===== config.mk =====
export PLATFORM = sky130hd
export DESIGN_NAME = eeprom_i2c_slave
export DESIGN_NICKNAME = d
export VERILOG_FILES = /design/src/rtl/eeprom_i2c_pkg.sv /design/src/rtl/eeprom_i2c_filter.sv /design/src/rtl/eeprom_i2c_events.sv /design/src/rtl/eeprom_i2c_core.sv /design/src/rtl/eeprom_i2c_slave.sv
export SDC_FILE = /design/constraint.sdc
export NUM_CORES = 1
export LEC_CHECK = 0
export BUFFER_PORTS_ARGS = -buffer_cell sky130_fd_sc_hd__buf_4
export CELL_PAD_IN_SITES_DETAIL_PLACEMENT = 1
export CELL_PAD_IN_SITES_GLOBAL_PLACEMENT = 1
export CORE_MARGIN = 5
export CORE_UTILIZATION = 30
export CTS_CLUSTER_DIAMETER = 120
export DETAILED_ROUTE_END_ITERATION = 10
export HOLD_SLACK_MARGIN = 0.05
export PLACE_DENSITY = 0.59
export SYNTH_ARGS = -nofsm -noshare
export SYNTH_HDL_FRONTEND = slang
export SYNTH_HIERARCHICAL = 1
export SYNTH_SLANG_ARGS = --single-unit

===== constraint.sdc =====
create_clock -name clk_i -period 3 [get_ports clk_i]
set_input_delay 0.6 -clock clk_i [delete_from_list [all_inputs] [get_ports clk_i]]
set_output_delay 0.6 -clock clk_i [all_outputs]
set_load 0.02 [all_outputs]

===== src/rtl/eeprom_i2c_pkg.sv =====
package eeprom_i2c_pkg;
  localparam logic [3:0] DEV_TYPE = 4'b1010;

  typedef enum logic [2:0] {
    PH_IDLE,
    PH_HDR,
    PH_AHI,
    PH_ALO,
    PH_WDAT,
    PH_RDAT
  } phase_e;
endpackage


===== src/rtl/eeprom_i2c_filter.sv =====
module eeprom_i2c_filter #(
  parameter int FILT_CYC    = 4,
  parameter int SYNC_STAGES = 2
) (
  input  logic clk_i,
  input  logic rst_ni,
  input  logic line_i,
  output logic line_o
);
  localparam int CW = $clog2(FILT_CYC + 1);

  logic [SYNC_STAGES-1:0] sync_q;
  logic [CW-1:0]          cnt_q;
  logic                   sampled;

  assign sampled = sync_q[SYNC_STAGES-1];

  always_ff @(posedge clk_i or negedge rst_ni) begin
    if (!rst_ni) begin
      sync_q <= '1;
      cnt_q  <= '0;
      line_o <= 1'b1;
    end else begin
      sync_q <= {sync_q[SYNC_STAGES-2:0], line_i};
      // accept a new level only after FILT_CYC consecutive disagreeing samples
      if (sampled != line_o) begin
        if (cnt_q == CW'(FILT_CYC - 1)) begin
          line_o <= sampled;
          cnt_q  <= '0;
        end else begin
          cnt_q <= cnt_q + CW'(1);
        end
      end else begin
        cnt_q <= '0;
      end
    end
  end
endmodule


===== src/rtl/eeprom_i2c_events.sv =====
module eeprom_i2c_events (
  input  logic clk_i,
  input  logic rst_ni,
  input  logic scl_i,
  input  logic sda_i,
  output logic start_o,
  output logic stop_o,
  output logic rise_o,
  output logic fall_o
);
  logic scl_q, sda_q;

  always_ff @(posedge clk_i or negedge rst_ni) begin
    if (!rst_ni) begin
      scl_q <= 1'b1;
      sda_q <= 1'b1;
    end else begin
      scl_q <= scl_i;
      sda_q <= sda_i;
    end
  end

  assign start_o = scl_i & scl_q & sda_q & ~sda_i;
  assign stop_o  = scl_i & scl_q & ~sda_q & sda_i;
  assign rise_o  = scl_i & ~scl_q;
  assign fall_o  = ~scl_i & scl_q;
endmodule


===== src/rtl/eeprom_i2c_core.sv =====
module eeprom_i2c_core
  import eeprom_i2c_pkg::*;
#(
  parameter int ADDR_W = 13
) (
  input  logic              clk_i,
  input  logic              rst_ni,
  input  logic              start_i,
  input  logic              stop_i,
  input  logic              rise_i,
  input  logic              fall_i,
  input  logic              sda_i,
  input  logic [2:0]        strap_i,
  input  logic              busy_i,
  output logic              sda_oe_o,
  output logic              wr_valid_o,
  output logic [ADDR_W-1:0] wr_addr_o,
  output logic [7:0]        wr_data_o,
  output logic              wr_commit_o,
  output logic              wr_abort_o,
  output logic              rd_req_o,
  output logic [ADDR_W-1:0] rd_addr_o,
  input  logic [7:0]        rd_data_i,
  output phase_e            phase_o
);
  localparam int HI_W = ADDR_W - 8;

  phase_e            phase_q;
  logic [3:0]        cnt_q;
  logic              ack_slot_q;
  logic              ack_go_q;
  logic              rw_q;
  logic              m_ack_q;
  logic              wr_any_q;
  logic              rd_pend_q;
  logic [6:0]        sr_q;
  logic [7:0]        tx_q;
  logic [7:0]        rd_buf_q;
  logic [ADDR_W-1:0] addr_q;
  logic [7:0]        rx_byte;
  logic              hdr_match;

  assign rx_byte   = {sr_q, sda_i};
  assign hdr_match = (rx_byte[7:4] == DEV_TYPE) && (rx_byte[3:1] == strap_i);
  assign phase_o   = phase_q;

  always_ff @(posedge clk_i or negedge rst_ni) begin
    if (!rst_ni) begin
      phase_q     <= PH_IDLE;
      cnt_q       <= '0;
      ack_slot_q  <= 1'b0;
      ack_go_q    <= 1'b0;
      rw_q        <= 1'b0;
      m_ack_q     <= 1'b0;
      wr_any_q    <= 1'b0;
      rd_pend_q   <= 1'b0;
      sr_q        <= '0;
      tx_q        <= '0;
      rd_buf_q    <= '0;
      addr_q      <= '0;
      sda_oe_o    <= 1'b0;
      wr_valid_o  <= 1'b0;
      wr_addr_o   <= '0;
      wr_data_o   <= '0;
      wr_commit_o <= 1'b0;
      wr_abort_o  <= 1'b0;
      rd_req_o    <= 1'b0;
      rd_addr_o   <= '0;
    end else begin
      wr_valid_o  <= 1'b0;
      wr_commit_o <= 1'b0;
      wr_abort_o  <= 1'b0;
      rd_req_o    <= 1'b0;
      rd_pend_q   <= rd_req_o;
      if (rd_pend_q) rd_buf_q <= rd_data_i;

      if (start_i) begin
        phase_q    <= PH_HDR;
        cnt_q      <= '0;
        ack_slot_q <= 1'b0;
        sda_oe_o   <= 1'b0;
        if (wr_any_q) begin
          wr_abort_o <= 1'b1;
          wr_any_q   <= 1'b0;
        end
      end else if (stop_i) begin
        phase_q    <= PH_IDLE;
        cnt_q      <= '0;
        ack_slot_q <= 1'b0;
        sda_oe_o   <= 1'b0;
        if (wr_any_q) begin
          wr_commit_o <= 1'b1;
          wr_any_q    <= 1'b0;
        end
      end else if (phase_q != PH_IDLE) begin
        if (rise_i) begin
          if (ack_slot_q) begin
            if (phase_q == PH_RDAT) begin
              m_ack_q <= ~sda_i;
              addr_q  <= addr_q + ADDR_W'(1);
              if (!sda_i) begin
                rd_req_o  <= 1'b1;
                rd_addr_o <= addr_q + ADDR_W'(1);
              end
            end
          end else if (cnt_q < 4'd8) begin
            cnt_q <= cnt_q + 4'd1;
            sr_q  <= rx_byte[6:0];
            if (cnt_q == 4'd7) begin
              unique case (phase_q)
                PH_HDR: begin
                  ack_go_q <= hdr_match & ~busy_i;
                  rw_q     <= sda_i;
                  if (hdr_match && !busy_i && sda_i) begin
                    rd_req_o  <= 1'b1;
                    rd_addr_o <= addr_q;
                  end
                end
                PH_AHI: begin
                  ack_go_q             <= 1'b1;
                  addr_q[ADDR_W-1:8]   <= rx_byte[HI_W-1:0];
                end
                PH_ALO: begin
                  ack_go_q    <= 1'b1;
                  addr_q[7:0] <= rx_byte;
                end
                PH_WDAT: begin
                  ack_go_q   <= 1'b1;
                  wr_valid_o <= 1'b1;
                  wr_addr_o  <= addr_q;
                  wr_data_o  <= rx_byte;
                  wr_any_q   <= 1'b1;
                  addr_q     <= addr_q + ADDR_W'(1);
                end
                default: ack_go_q <= 1'b0;
              endcase
            end
          end
        end

        if (fall_i) begin
          if (ack_slot_q) begin
            ack_slot_q <= 1'b0;
            cnt_q      <= '0;
            sda_oe_o   <= 1'b0;
            unique case (phase_q)
              PH_HDR: begin
                if (!ack_go_q) begin
                  phase_q <= PH_IDLE;
                end else if (rw_q) begin
                  phase_q  <= PH_RDAT;
                  sda_oe_o <= ~rd_buf_q[7];
                  tx_q     <= {rd_buf_q[6:0], 1'b0};
                end else begin
                  phase_q <= PH_AHI;
                end
              end
              PH_AHI:  phase_q <= PH_ALO;
              PH_ALO:  phase_q <= PH_WDAT;
              PH_WDAT: phase_q <= PH_WDAT;
              PH_RDAT: begin
                if (m_ack_q) begin
                  sda_oe_o <= ~rd_buf_q[7];
                  tx_q     <= {rd_buf_q[6:0], 1'b0};
                end else begin
                  phase_q <= PH_IDLE;
                end
              end
              default: phase_q <= PH_IDLE;
            endcase
          end else if (cnt_q == 4'd8) begin
            ack_slot_q <= 1'b1;
            sda_oe_o   <= (phase_q != PH_RDAT) && ack_go_q;
          end else if (phase_q == PH_RDAT && cnt_q != 4'd0) begin
            sda_oe_o <= ~tx_q[7];
            tx_q     <= {tx_q[6:0], 1'b0};
          end
        end
      end
    end
  end
endmodule


===== src/rtl/eeprom_i2c_slave.sv =====
module eeprom_i2c_slave
  import eeprom_i2c_pkg::*;
#(
  parameter int FILT_CYC    = 4,
  parameter int SYNC_STAGES = 2,
  parameter int ADDR_W      = 13
) (
  input  logic              clk_i,
  input  logic              rst_ni,
  input  logic              scl_i,
  input  logic              sda_i,
  output logic              sda_oe_o,
  input  logic [2:0]        strap_i,
  input  logic              busy_i,
  output logic              wr_valid_o,
  output logic [ADDR_W-1:0] wr_addr_o,
  output logic [7:0]        wr_data_o,
  output logic              wr_commit_o,
  output logic              wr_abort_o,
  output logic              rd_req_o,
  output logic [ADDR_W-1:0] rd_addr_o,
  input  logic [7:0]        rd_data_i
);
  localparam int N_LINES = 2;

  logic [N_LINES-1:0] raw_lines;
  logic [N_LINES-1:0] filt_lines;
  logic               start_ev, stop_ev, rise_ev, fall_ev;
  phase_e             phase;

  assign raw_lines = {scl_i, sda_i};

  for (genvar g = 0; g < N_LINES; g++) begin : g_filt
    eeprom_i2c_filter #(
      .FILT_CYC   (FILT_CYC),
      .SYNC_STAGES(SYNC_STAGES)
    ) u_filt (
      .clk_i (clk_i),
      .rst_ni(rst_ni),
      .line_i(raw_lines[g]),
      .line_o(filt_lines[g])
    );
  end

  eeprom_i2c_events u_events (
    .clk_i  (clk_i),
    .rst_ni (rst_ni),
    .scl_i  (filt_lines[1]),
    .sda_i  (filt_lines[0]),
    .start_o(start_ev),
    .stop_o (stop_ev),
    .rise_o (rise_ev),
    .fall_o (fall_ev)
  );

  eeprom_i2c_core #(.ADDR_W(ADDR_W)) u_core (
    .clk_i      (clk_i),
    .rst_ni     (rst_ni),
    .start_i    (start_ev),
    .stop_i     (stop_ev),
    .rise_i     (rise_ev),
    .fall_i     (fall_ev),
    .sda_i      (filt_lines[0]),
    .strap_i    (strap_i),
    .busy_i     (busy_i),
    .sda_oe_o   (sda_oe_o),
    .wr_valid_o (wr_valid_o),
    .wr_addr_o  (wr_addr_o),
    .wr_data_o  (wr_data_o),
    .wr_commit_o(wr_commit_o),
    .wr_abort_o (wr_abort_o),
    .rd_req_o   (rd_req_o),
    .rd_addr_o  (rd_addr_o),
    .rd_data_i  (rd_data_i),
    .phase_o    (phase)
  );
endmodule


==> summary by stage, run 1 <==
Status
The run finished with clean final reports.

Logic synthesis
The biggest area contributor in the post-synthesis netlist is dfrtp_1. The area share of the leading cell type in the synthesized netlist is between 40% and 50%. The unique cell type count in the Yosys netlist is 64. The mapped netlist covers 0.00493 mm².

In the synthesized netlist the dominant register cell turns out to be dfrtp_1. Of the synthesized area, sequential elements account for roughly half. Counting instances in the post-synthesis netlist gives the leading cell types as nand2_1, dfrtp_1, mux2_2.

The cell count after synthesis is around 470. Ranked by total cell area, the synthesized netlist is headed by dfrtp_1, nand2_1, mux2_2, dfstp_2, mux2_4. Of all flip-flops after synthesis, the portion carrying an async set or reset was 100%. The number of nets in the synthesized netlist is slightly below 500. The cell with the most instances after synthesis is nand2_1. During synthesis, Yosys emitted a total of 6 warnings. The mean area per synthesized cell is between 10 and 15 µm². The number of flip-flops and latches in the synthesized netlist is 101. The number of enable-type register cells in the synthesized netlist is 0.

Power
Summing internal, switching and leakage power gives 3.57 mW. In this run the power density over the cells is 604 mW/mm². The leakage power total is around 2.8 nW. The highest ir drop seen on vdd is 310 µV.

Worst setup path
The signal on the critical path passes through and4b_1, nor2_2, nand3_4, nor2_2, a41oi_4, mux2_4. The cell at the slowest stage of the critical path is dfstp_2. The worst setup path is launched from a register. STA classifies the critical path endpoint as a register. The delay of the slowest cell on the worst path is between 0.7 and 0.8 ns. At the worst endpoint, the required time is approximately 3.2 ns. The cell seen most often among critical-path stages is nor2_2. The worst path buffer plus inverter count is 0. Data on the critical path arrives at its endpoint at 2.85 ns. Broken down by cell family, the worst path's largest delay share belongs to simple AND/OR/NAND/NOR gates. The critical path start-end classification is register to register.

Along the worst path, the maximum fanout reaches 14.

Finish
For this run, the number of standard cells in the final layout without fillers is approximately 740. Across the whole layout, storage elements account for 0.00254 mm². The number of antenna diodes in the final layout is 0.

The fill cell instance count of the final layout is between 1,500 and 2,000. The synthesis-to-finish area growth is 19.9%. The footprint of the multi-input gates is between 0.002 and 0.0025 mm². The number of nets in the finished design is between 500 and 600.

The post-route netlist has 26.6% of its cells at a drive strength greater than 1.

Detailed routing
The first-pass iteration count of the detailed router is 4. The detail route stage leaves a number of antenna-violating nets equal to 0. The vias after detailed routing is around 3,600.

The final wirelength is ~13,000 µm. The number of DRC violations after detailed-routing iteration 0 is ~210. The routed length per instance is approximately 18 µm. The routed via count divided by cell count is ~5.0. In the routed design, unresolved DRC markers number 0.

Placed design
The cell count after placement is between 700 and 800. In this run the tool buffered the top-level ports with between 50 and 60 buffer cells. The worst slack after detailed placement is approximately 0.32 ns. The HPWL after detailed placement is slightly above 9000 µm. The congestion estimate from routability-driven global placement came to about 0.82.

Floorplanning
Pin placement for this block handled between 50 and 60 I/O pins. The die covers between 0.015 and 0.02 mm². The floorplan has between 40 and 50 rows. From left edge to right edge, the die measures between 100 and 150 µm. The core region is approximately 0.016 mm².

The initial utilization of the core area, before any placement, comes to between 30% and 40%. Measured along the y axis, the die boundary spans about 140 µm.

Timing
The number of endpoints with negative hold slack in the final report is 0. Setup violations remaining at the end of the flow were counted as 0. For the pin with the worst max-slew slack, the measured transition is 0.949 ns. The worst-case setup margin in the final layout is approximately 0.39 ns.

Of the available clock period, the critical path in the final layout requires between 80 and 90%. Setup repair after global routing left no endpoint under its margin. The final period demand of the worst path is 2.61 ns.

The number of slew-limit violations in the final report is 0. The headroom to the max-slew limit is a little under two fifths. The peak clock frequency supported by timing is 383 MHz. Clock skew on the completed layout was measured at between 0.01 and 0.015 ns.

The setup TNS after final layout is 0 ns.

Clock tree
Gates resized during post-CTS repair numbered 0. The maximum root-to-sink buffer count is 2. The post-CTS clock slew at the launch and capture registers of the worst setup and hold paths is around 0.07 ns. Counting every sink on the clock net gives slightly above 100. Buffers added to address setup during post-CTS repair amount to 0. The clock latency on the worst-skew pair is between 0.3 and 0.4 ns. The number of hold-repair buffers added at the cts stage is 0. The number of CTS-inserted buffers is 9.

In this run the clock root is driven by a clkbuf_16. The CTS tree is yes. The number of H-tree levels is 3.

GRT
The total overflow left after global routing is 0. The total routing usage reported by global routing is between 10 and 15%. The first global-routing pass estimated approximately 22,000 µm of wire. Entering global routing, the biggest net connects 53 pins. The initial antenna violation count is 0.

The number of global-route vias before repair is between 3,000 and 4,000.

Worst hold path
The path category of the worst min-delay check is primary input to asynchronous set/reset pin.

Run
The number of maximum-capacitance violations is 0.
## cell type report
cell class | count | area share (%)
Sequential cell | 101 | 42.9
Timing Repair Buffer | 64 | 8.34
Clock inverter | 6 | 1.99
Multi-Input combinational cell | 331 | 37.7
Clock buffer | 10 | 4.04
Inverter | 7 | 0.445
Tap cell | 216 | 4.57
## power by group
part	switching, mW	internal [mW]
combinational	0.332	0.245
clock	0.535	0.847
sequential	0.133	1.48
## worst register-to-register path, stage by stage (launching register included)
cell     delay (ns)
dfstp_2        0.71
and4b_1        0.29
nor2_2         0.17
nand3_4        0.18
nor2_2         0.28
a41oi_4        0.42
mux2_4         0.44
## per-stage QoR
stage               hold WS [ns]  utilization, %  instance area, µm²
floorplan                  0.304               -                4930
global placement           0.348            34.7                5550
detailed placement         0.351            34.7                5550
CTS                        0.307            36.9                5910
global route               0.328            36.9                5910
finish                     0.286            36.9                5910
## state kept, by name, indices dropped and copies added, names as in the netlist, 6 cells and up
signal               cells
u_core/rd_addr_o        13
g_filt.u_filt/cnt_q      6
u_core/tx_q              7
u_core/addr_q           13
u_core/wr_addr_o        13
u_core/sr_q              7
u_core/wr_data_o         8
u_core/rd_buf_q          8
## kinds of logic after synthesis
logic type | Yosys count | share of synthesized area [%]
DFF | 101 | 51.5
AOI/OAI and AO/OA | 76 | 11.1
xor gates and xnor gates | 17 | 3.02
muxes | 40 | 9.64
buffers and inverters | 34 | 3.48
and+or+nand+nor | 193 | 20.0
adders and majority gates | 5 | 1.27
## layer usage
layer | part of all wire [%] | routed length [µm] | global-route usage, % | vias up
met5 | 0 | 0 | 0 | -
met4 | 1.9 | 242 | 4.68 | 0
met3 | 3.9 | 505 | 3.45 | 14
met2 | 46 | 5960 | 22.1 | 62
met1 | 48 | 6280 | 19.0 | 1852
li1 | - | - | - | 1719
## worst paths after layout
kind                                            startpoint                         end  slack [ns]  cells past startpoint
worst max-delay path               g_filt[0].u_filt/line_o         u_core/rd_addr_o[3]        0.39                      6
worst min-delay path                                rst_ni         u_core/rd_addr_o[3]        0.29                      1
worst max register to register     g_filt[0].u_filt/line_o         u_core/rd_addr_o[3]        0.39                      6
worst min register to register  g_filt[1].u_filt/sync_q[0]  g_filt[1].u_filt/sync_q[1]        0.36                      0
max in group asynchronous                           rst_ni     g_filt[0].u_filt/line_o        1.95                      2
min in group clk_i                                   sda_i  g_filt[0].u_filt/sync_q[0]        0.35                      1
## cells in the final DEF (no fill, tap or decap), types with 6 or more instances in the layout
cell | synthesis | layout
buf_4 | 0 | 63
inv_1 | 7 | 7
dfstp_2 | 8 | 8
mux2i_1 | 7 | 7
o21ai_0 | 22 | 22
nand3_1 | 10 | 10
dfrtp_1 | 93 | 93
a21oi_1 | 11 | 11
nand2_1 | 103 | 103
nor2_1 | 19 | 19
clkbuf_16 | 0 | 9
mux2_4 | 9 | 9
xnor2_1 | 15 | 15
mux2_2 | 24 | 24
nor3_1 | 10 | 10
nor2b_1 | 6 | 6
No activity file was read; power rests on OpenSTA's default activity.
==> run 2, diff against run 1 <==
--- a/config.mk
+++ b/config.mk
@@ -8,6 +8,7 @@
 export BUFFER_PORTS_ARGS = -buffer_cell sky130_fd_sc_hd__buf_4
 export CELL_PAD_IN_SITES_DETAIL_PLACEMENT = 1
 export CELL_PAD_IN_SITES_GLOBAL_PLACEMENT = 1
+export CORE_ASPECT_RATIO = 0.7
 export CORE_MARGIN = 5
 export CORE_UTILIZATION = 30
 export CTS_CLUSTER_DIAMETER = 120
==> run 2 against run 1 <==
Against the previous run:
- sequential power about the same
- die area increased by 0.21%
- highest routed layer unchanged
- critical path depth decreased by 1
- flip-flop and latch count unchanged
- power decreased by 5.9%
- clock skew decreased by 0.0028 ns
- clock-buffer cell count increased by 1
- first-iteration DRC count decreased by 10%
==> summary by stage, run 2 (same netlist as run 1, synthesis figures left out) <==
Finish
Leaving out fill and tap cells, the most frequent cells in the layout are nand2_1, dfrtp_1, buf_4. The synthesis-to-finish area growth is 18.9%. The number of nets in the finished design is about 540. Leaving out fill and tap cells, the most frequent cell in the layout is nand2_1. Excluding fillers, the count of instances in the completed layout stands at approximately 740. The number of antenna diodes in the final layout is 0. The fill cell instance count of the final layout is 1,820. In the final layout, the multi-input gates occupy about 0.0022 mm².

The largest registers in the layout are u_core/addr_q (13), u_core/rd_addr_o (13), u_core/wr_addr_o (13). The fraction of layout cells with a size suffix above 1 is a little over a quarter. The sequential cells in the finished layout cover a total of approximately 0.0025 mm².

Timing
The number of failing setup endpoints in the final timing report is 0. The number of endpoints with negative hold slack in the final report is 0. The worst hold slack is about 0.31 ns. After layout, the worst setup slack is between 0.3 and 0.4 ns. The headroom to the max-slew limit is between 40% and 50%. The clock tree skew after final layout is approximately 0.0095 ns.

Based on the critical path, the design can be clocked at up to ~380 MHz. After layout, the minimum clock period comes to 2.61 ns. Setup repair after global routing left no endpoint under its margin.

The number of slew-limit violations in the final report is 0. The setup TNS after final layout is 0 ns. At the pin with the least slew margin, the transition time is around 0.8 ns. The share of the cycle needed by the critical path after routing is slightly below 90%.

Worst setup path
In this run the critical register-to-register path is captured at u_core/rd_addr_o[0]. The worst path buffer plus inverter count is 0. The data arrival time at the worst-slack endpoint is 2.84 ns.

The worst register-to-register path has a setup slack of 0.39 ns. Among all stages on the critical path, the largest delay is contributed by or3_1. The worst endpoint required time is ~3.2 ns.

The number of cells on the worst reg-to-reg path is 5. The worst reg2reg path startpoint is u_core/phase_o[1]. The critical path endpoint is u_core/rd_addr_o[0].

The number of stages on the worst setup path is 5. The maximum net fanout on the critical path is 14. The signal on the critical path passes through or3_1, nand3_4, nor2_2, a41oi_4, mux2_2.

The most critical setup path has its startpoint at u_core/phase_o[1]. The family with the most delay on the worst path is simple AND/OR/NAND/NOR gates. STA classifies the critical path startpoint as a register. The worst setup path is of the register to register kind. The delay of the slowest cell on the worst path is 0.59 ns. The category of the worst setup path capture point is a register.

GRT
The total routing usage reported by global routing is between 10% and 20%. Entering global routing, the biggest net connects around 100 pins. The initial antenna violation count is 0.

The remaining global-route overflow is 0. The number of global-route vias before repair was approximately 3,800. The wire length of the first global-routing pass is between 20,000 and 25,000 µm.

Status
The flow ran to the end, and the final reports show no timing, DRC or antenna violations.

Placed design
The HPWL after detailed placement is about 9300 µm. At the placement stage, the worst setup path has a slack of 0.300 ns. The weighted congestion reported at the end of routability-driven placement is a little under 0.8. The number of port buffers is 54. The number of placed instances, taps included, is 728.

Clock tree
The number of hold-repair buffers added at the cts stage is 0. The number of H-tree levels is 3. The setup fix buffers added after clock tree synthesis is 0. The clock passes through at most 2 buffers. The CTS tree is yes.

The number of gates resized after CTS was 0. The post-CTS clock slew at the launch and capture registers of the worst setup and hold paths is roughly 0.07 ns. At the later pin of the worst-skew pair, clock insertion delay measures 0.35 ns. The clock sink count is 101. The number of CTS-inserted buffers is 9. The tree is rooted in a clkbuf_16.

Floorplanning
Measured along the x axis, the die boundary spans approximately 160 µm. In this run the count of I/O pins placed on the die edge is 55. For this configuration, the core starts out at a cell density of between 30 and 40%. The full die area is about 0.019 mm².

The total area inside the core boundary comes to between 0.015 and 0.02 mm². From bottom edge to top edge, the die measures 117 µm. The initialized floorplan defines 39 standard-cell rows.

Detailed routing
The final routed DRC violation total is 0. The first routing iteration left 189 violations. After detailed routing, the average wire length per cell comes to ~17 µm.

The vias after detailed routing is roughly 3,600. The final wirelength is about 13,000 µm. The routed via count divided by cell count is 4.85.

The first-pass iteration count of the detailed router is 4. The count of nets left with antenna violations once routing finished came out at 0.

Power
The power density over the cells is 573 mW/mm². The power spent charging and discharging nets is between 1 and 1.5 mW. The sequential power share is 47.4%.

The portion of total power attributed to combinational logic is ~18%. The final total power is ~3.4 mW. The design internal power is approximately 2.3 mW. For this design the static power due to leakage is 2.74 nW. IR analysis of the VDD net gives a maximum drop of 316 µV. Per report_power, the clock group accounts for between 30 and 40% of the total. In this run switching power makes up 30.3% of total power.

Run
The number of maximum-capacitance violations is 0.

Worst hold path
The path category of the worst min-delay check is primary input to asynchronous set/reset pin.
## run 2: cell types whose count changed in the layout (fill, tap and decap cells not counted)
| cell | previous run | this run |
|---|---|---|
| bufinv_16 | 3 | 0 |
| clkinv_4 | 0 | 2 |
| clkbuf_8 | 1 | 2 |
| inv_6 | 1 | 2 |
| inv_8 | 1 | 0 |
## run 2: per-layer routing
| metal | global-route usage [%] | wire, µm | up-vias |
|---|---|---|---|
| met3 | 3.57 | 715 | 15 |
| li1 | - | - | 1725 |
| met2 | 18.8 | 4920 | 75 |
| met5 | 0 | 0 | - |
| met1 | 23.2 | 7200 | 1795 |
| met4 | 3.63 | 146 | 0 |
## run 2: power by group through the flow
stage	registers, mW	logic (mW)	clock network, mW
after floorplan	1.58	0.435	0
after global placement	1.61	0.596	0
after detailed placement	1.62	0.616	0
after CTS	1.59	0.619	1.21
after global routing	1.61	0.674	1.25
final	1.59	0.613	1.15
## run 2: how the worst min path moves through the flow
stage,endpoint,slack (ns),start
floorplan,g_filt[0].u_filt/cnt_q[0],0.30,rst_ni
global placement,g_filt[1].u_filt/sync_q[1],0.35,g_filt[1].u_filt/sync_q[0]
detailed placement,g_filt[0].u_filt/sync_q[1],0.35,g_filt[0].u_filt/sync_q[0]
CTS,u_core/wr_abort_o,0.34,rst_ni
global route,g_filt[1].u_filt/sync_q[0],0.34,scl_i
finish,g_filt[0].u_filt/cnt_q[2],0.31,rst_ni
## run 2: final cells by class
class,count,share of cell area (%)
Inverter,7,0.448
Clock inverter,5,0.726
Timing Repair Buffer,64,8.41
Clock buffer,11,4.31
Tap cell,225,4.80
Multi-Input combinational cell,331,38.0
Sequential cell,101,43.3
## run 2: through the flow
stage                     instance area (µm²)  util, %
after floorplan                          4930        -
after global placement                   5570     34.4
after detailed placement                 5570     34.4
after CTS                                5860     36.2
after global routing                     5860     36.2
final                                    5860     36.2
==> run 3, diff against run 2 <==
==> constraint.sdc (replaced) <==
create_clock -name clk_i -period 3 [get_ports clk_i]
set_input_delay 0.45 -clock clk_i [delete_from_list [all_inputs] [get_ports clk_i]]
set_output_delay 0.45 -clock clk_i [all_outputs]
set_load 0.02 [all_outputs]
==> run 3 against run 2 <==
Against the previous run:
- die area stayed put
- worst hold slack worse by 0.21 ns
- critical path type unchanged
- wire length up 2.4%
- clock-buffer cell count unchanged
- combinational power increased by 1%
==> summary by stage, run 3 (same netlist as run 1, synthesis figures left out) <==
Status
The run finished with clean final reports.

Worst setup path
Data on the critical path is required at its endpoint by between 3 and 4 ns. The worst setup path is captured at a register. By startpoint and endpoint, the worst setup path is classified as register to register. The delay of the slowest cell on the worst path is roughly 0.8 ns. The cell at the slowest stage of the critical path is nor4_1.

The signal on the critical path passes through inv_1, nor4_1, a41oi_4, mux2_4. At the worst endpoint, the arrival time is around 2.8 ns. The critical path startpoint category is a register.

In this run the worst path has a maximum fanout of 14.

Finish
The fill cell instance count of the final layout is roughly 1,800. Of the cells placed in the final design, the portion with a size suffix greater than 1 is between 20% and 30%. The largest registers in the layout are u_core/addr_q (13), u_core/rd_addr_o (13), u_core/wr_addr_o (13). The synthesis-to-finish area growth is 19.7%. In the layout the commonest cells are nand2_1, dfrtp_1, buf_4. The antenna cell count is 0. Leaving out fill and tap cells, the most frequent cell in the layout is nand2_1. Summing all multi-input logic gate instances after layout gives 0.00223 mm². The post-layout instance area is approximately 0.006 mm². The sequential cells in the finished layout cover a total of about 0.0025 mm². The number of nets in the finished design is between 500 and 600.

Detailed routing
Wire segments on met2 add up to slightly above 5000 µm in the final route. The routed length per instance is approximately 18 µm. The routed via count divided by cell count is around 4.8. The routed length on met3 is a little over 700 µm. The final wirelength is approximately 13,000 µm. In the routed design, unresolved DRC markers number 0. After detailed routing, the wire length on met1 is 7380 µm. In this run the remaining antenna-violating nets after routing total 0. The first TritonRoute pass finished after 4 iterations. The top routing layer in use is met4. The vias after detailed routing is around 3,600. In this run, the number of DRC markers left after iteration 0 of detailed routing was between 200 and 250.

Floorplanning
The number of top-level pins is 55. The placeable core area is 0.0162 mm². In this run the core area contains 39 standard-cell rows. The die is 163 µm wide. For this configuration, the core starts out at a cell density of 30.4%. The full die area is 0.0191 mm². The die is around 120 µm tall.

GRT
The initial antenna violation count is 0. The total routing usage reported by global routing is roughly 15%. Entering global routing, the biggest net connects 57 pins.

The number of global-route vias before repair is approximately 3,700. The wire length of the first global-routing pass is around 22,000 µm. The remaining global-route overflow is 0.

Timing
The smallest clock period supported by the final layout is computed as between 2 and 3 ns. The peak clock frequency supported by timing is between 300 and 400 MHz. Summed over all failing endpoints, the final setup total negative slack is 0 ns. The number of endpoints with negative hold slack in the final report is 0.

The number of slew-limit violations in the final report is 0. For the pin with the worst max-slew slack, the measured transition is ~0.93 ns. Setup repair after global routing left no endpoint under its margin. The worst hold slack is 0.0993 ns. Setup violations remaining at the end of the flow were counted as 0. In this run the tightest slew margin relative to its limit is a little under two fifths. The clock tree skew after final layout is roughly 0.0076 ns. The share of the cycle needed by the critical path after routing is roughly 85%. Setup slack on the critical path of the routed design comes to around 0.45 ns.

Clock tree
The root buffer cell is clkbuf_16. After clock tree synthesis, the clock-pin slew on the worst setup and hold paths is approximately 0.070 ns. The number of clock buffers added by TritonCTS is 9. The clock sink count is between 100 and 150. The setup fix buffers added after clock tree synthesis is 0. The number of hold-repair buffers added at the cts stage is 0.

TritonCTS built the clock tree. The clock passes through at most 2 buffers. The clock latency on the worst-skew pair is between 0.3 and 0.4 ns. The total of cells resized after clock tree synthesis is 0. The number of H-tree levels is 3.

Worst hold path
The path class of the tightest hold or removal check is primary input to asynchronous set/reset pin.

Placed design
Buffers placed on the I/O ports in this run total 54. The worst slack after detailed placement is ~0.42 ns. Detailed placement ended at an HPWL of about 9800 µm. The placed instances occupy a cell area of around 0.0056 mm². The congestion estimate from routability-driven global placement came to 0.820.

Power
Dividing total power by cell area gives a power density of between 500 and 600 mW/mm². The highest ir drop seen on vdd is about 240 µV. The leakage power total is 2.76 nW.

Run
Across the run, the number of max-cap violations was 0.
## run 3: power breakdown
| part | switching, mW | internal, mW |
|---|---|---|
| sequential | 0.115 | 1.48 |
| clock | 0.519 | 0.756 |
| combinational | 0.371 | 0.249 |
| total | 1.01 | 2.48 |
## run 3: path summary, 6_finish.rpt
check                                      startpoint                    endpoint  slack (ns)  depth (start not counted)
setup / recovery                    u_core/phase_o[0]         u_core/rd_addr_o[7]        0.45                          4
hold / removal                                 rst_ni   g_filt[0].u_filt/cnt_q[1]         0.1                          1
setup reg to reg                    u_core/phase_o[0]         u_core/rd_addr_o[7]        0.45                          4
hold reg to reg            g_filt[1].u_filt/sync_q[0]  g_filt[1].u_filt/sync_q[1]        0.36                          0
max in group asynchronous                      rst_ni  g_filt[1].u_filt/sync_q[0]        2.14                          2
min in group clk_i                              scl_i  g_filt[1].u_filt/sync_q[0]        0.21                          1
## run 3: cell type report
type	count	area share, %
clock inverter	5	1.42
multi-input combinational	331	37.8
sequential	101	43.0
clock buffer	11	4.11
inverter	7	0.445
timing repair buffer	65	8.48
tap	225	4.77
## run 3: critical path: cells and delay by family (launching register included)
family | cells | cell delay (ns)
and+or+nand+nor | 1 | 0.80
DFF | 1 | 0.51
AOI/OAI and AO/OA | 1 | 0.47
muxes | 1 | 0.43
buffers and inverters | 1 | 0.22
## run 3: layer usage
metal | up-vias | global-route usage, %
met1 | 1772 | 23.4
met5 | - | 0
met2 | 82 | 19.4
met3 | 8 | 3.68
li1 | 1724 | -
met4 | 0 | 3.18
## run 3: per-stage QoR
| stage | utilization, % | cells | power (mW) |
|---|---|---|---|
| 2_1_floorplan | - | 466 | 2.02 |
| 3_3_place_gp | 34.4 | 729 | 2.21 |
| 4_1_cts | 36.4 | 745 | 3.54 |
| 5_1_grt | 36.4 | 745 | 3.67 |
| 6_report | 36.4 | 745 | 3.49 |
| 3_5_place_dp | 34.4 | 729 | 2.24 |
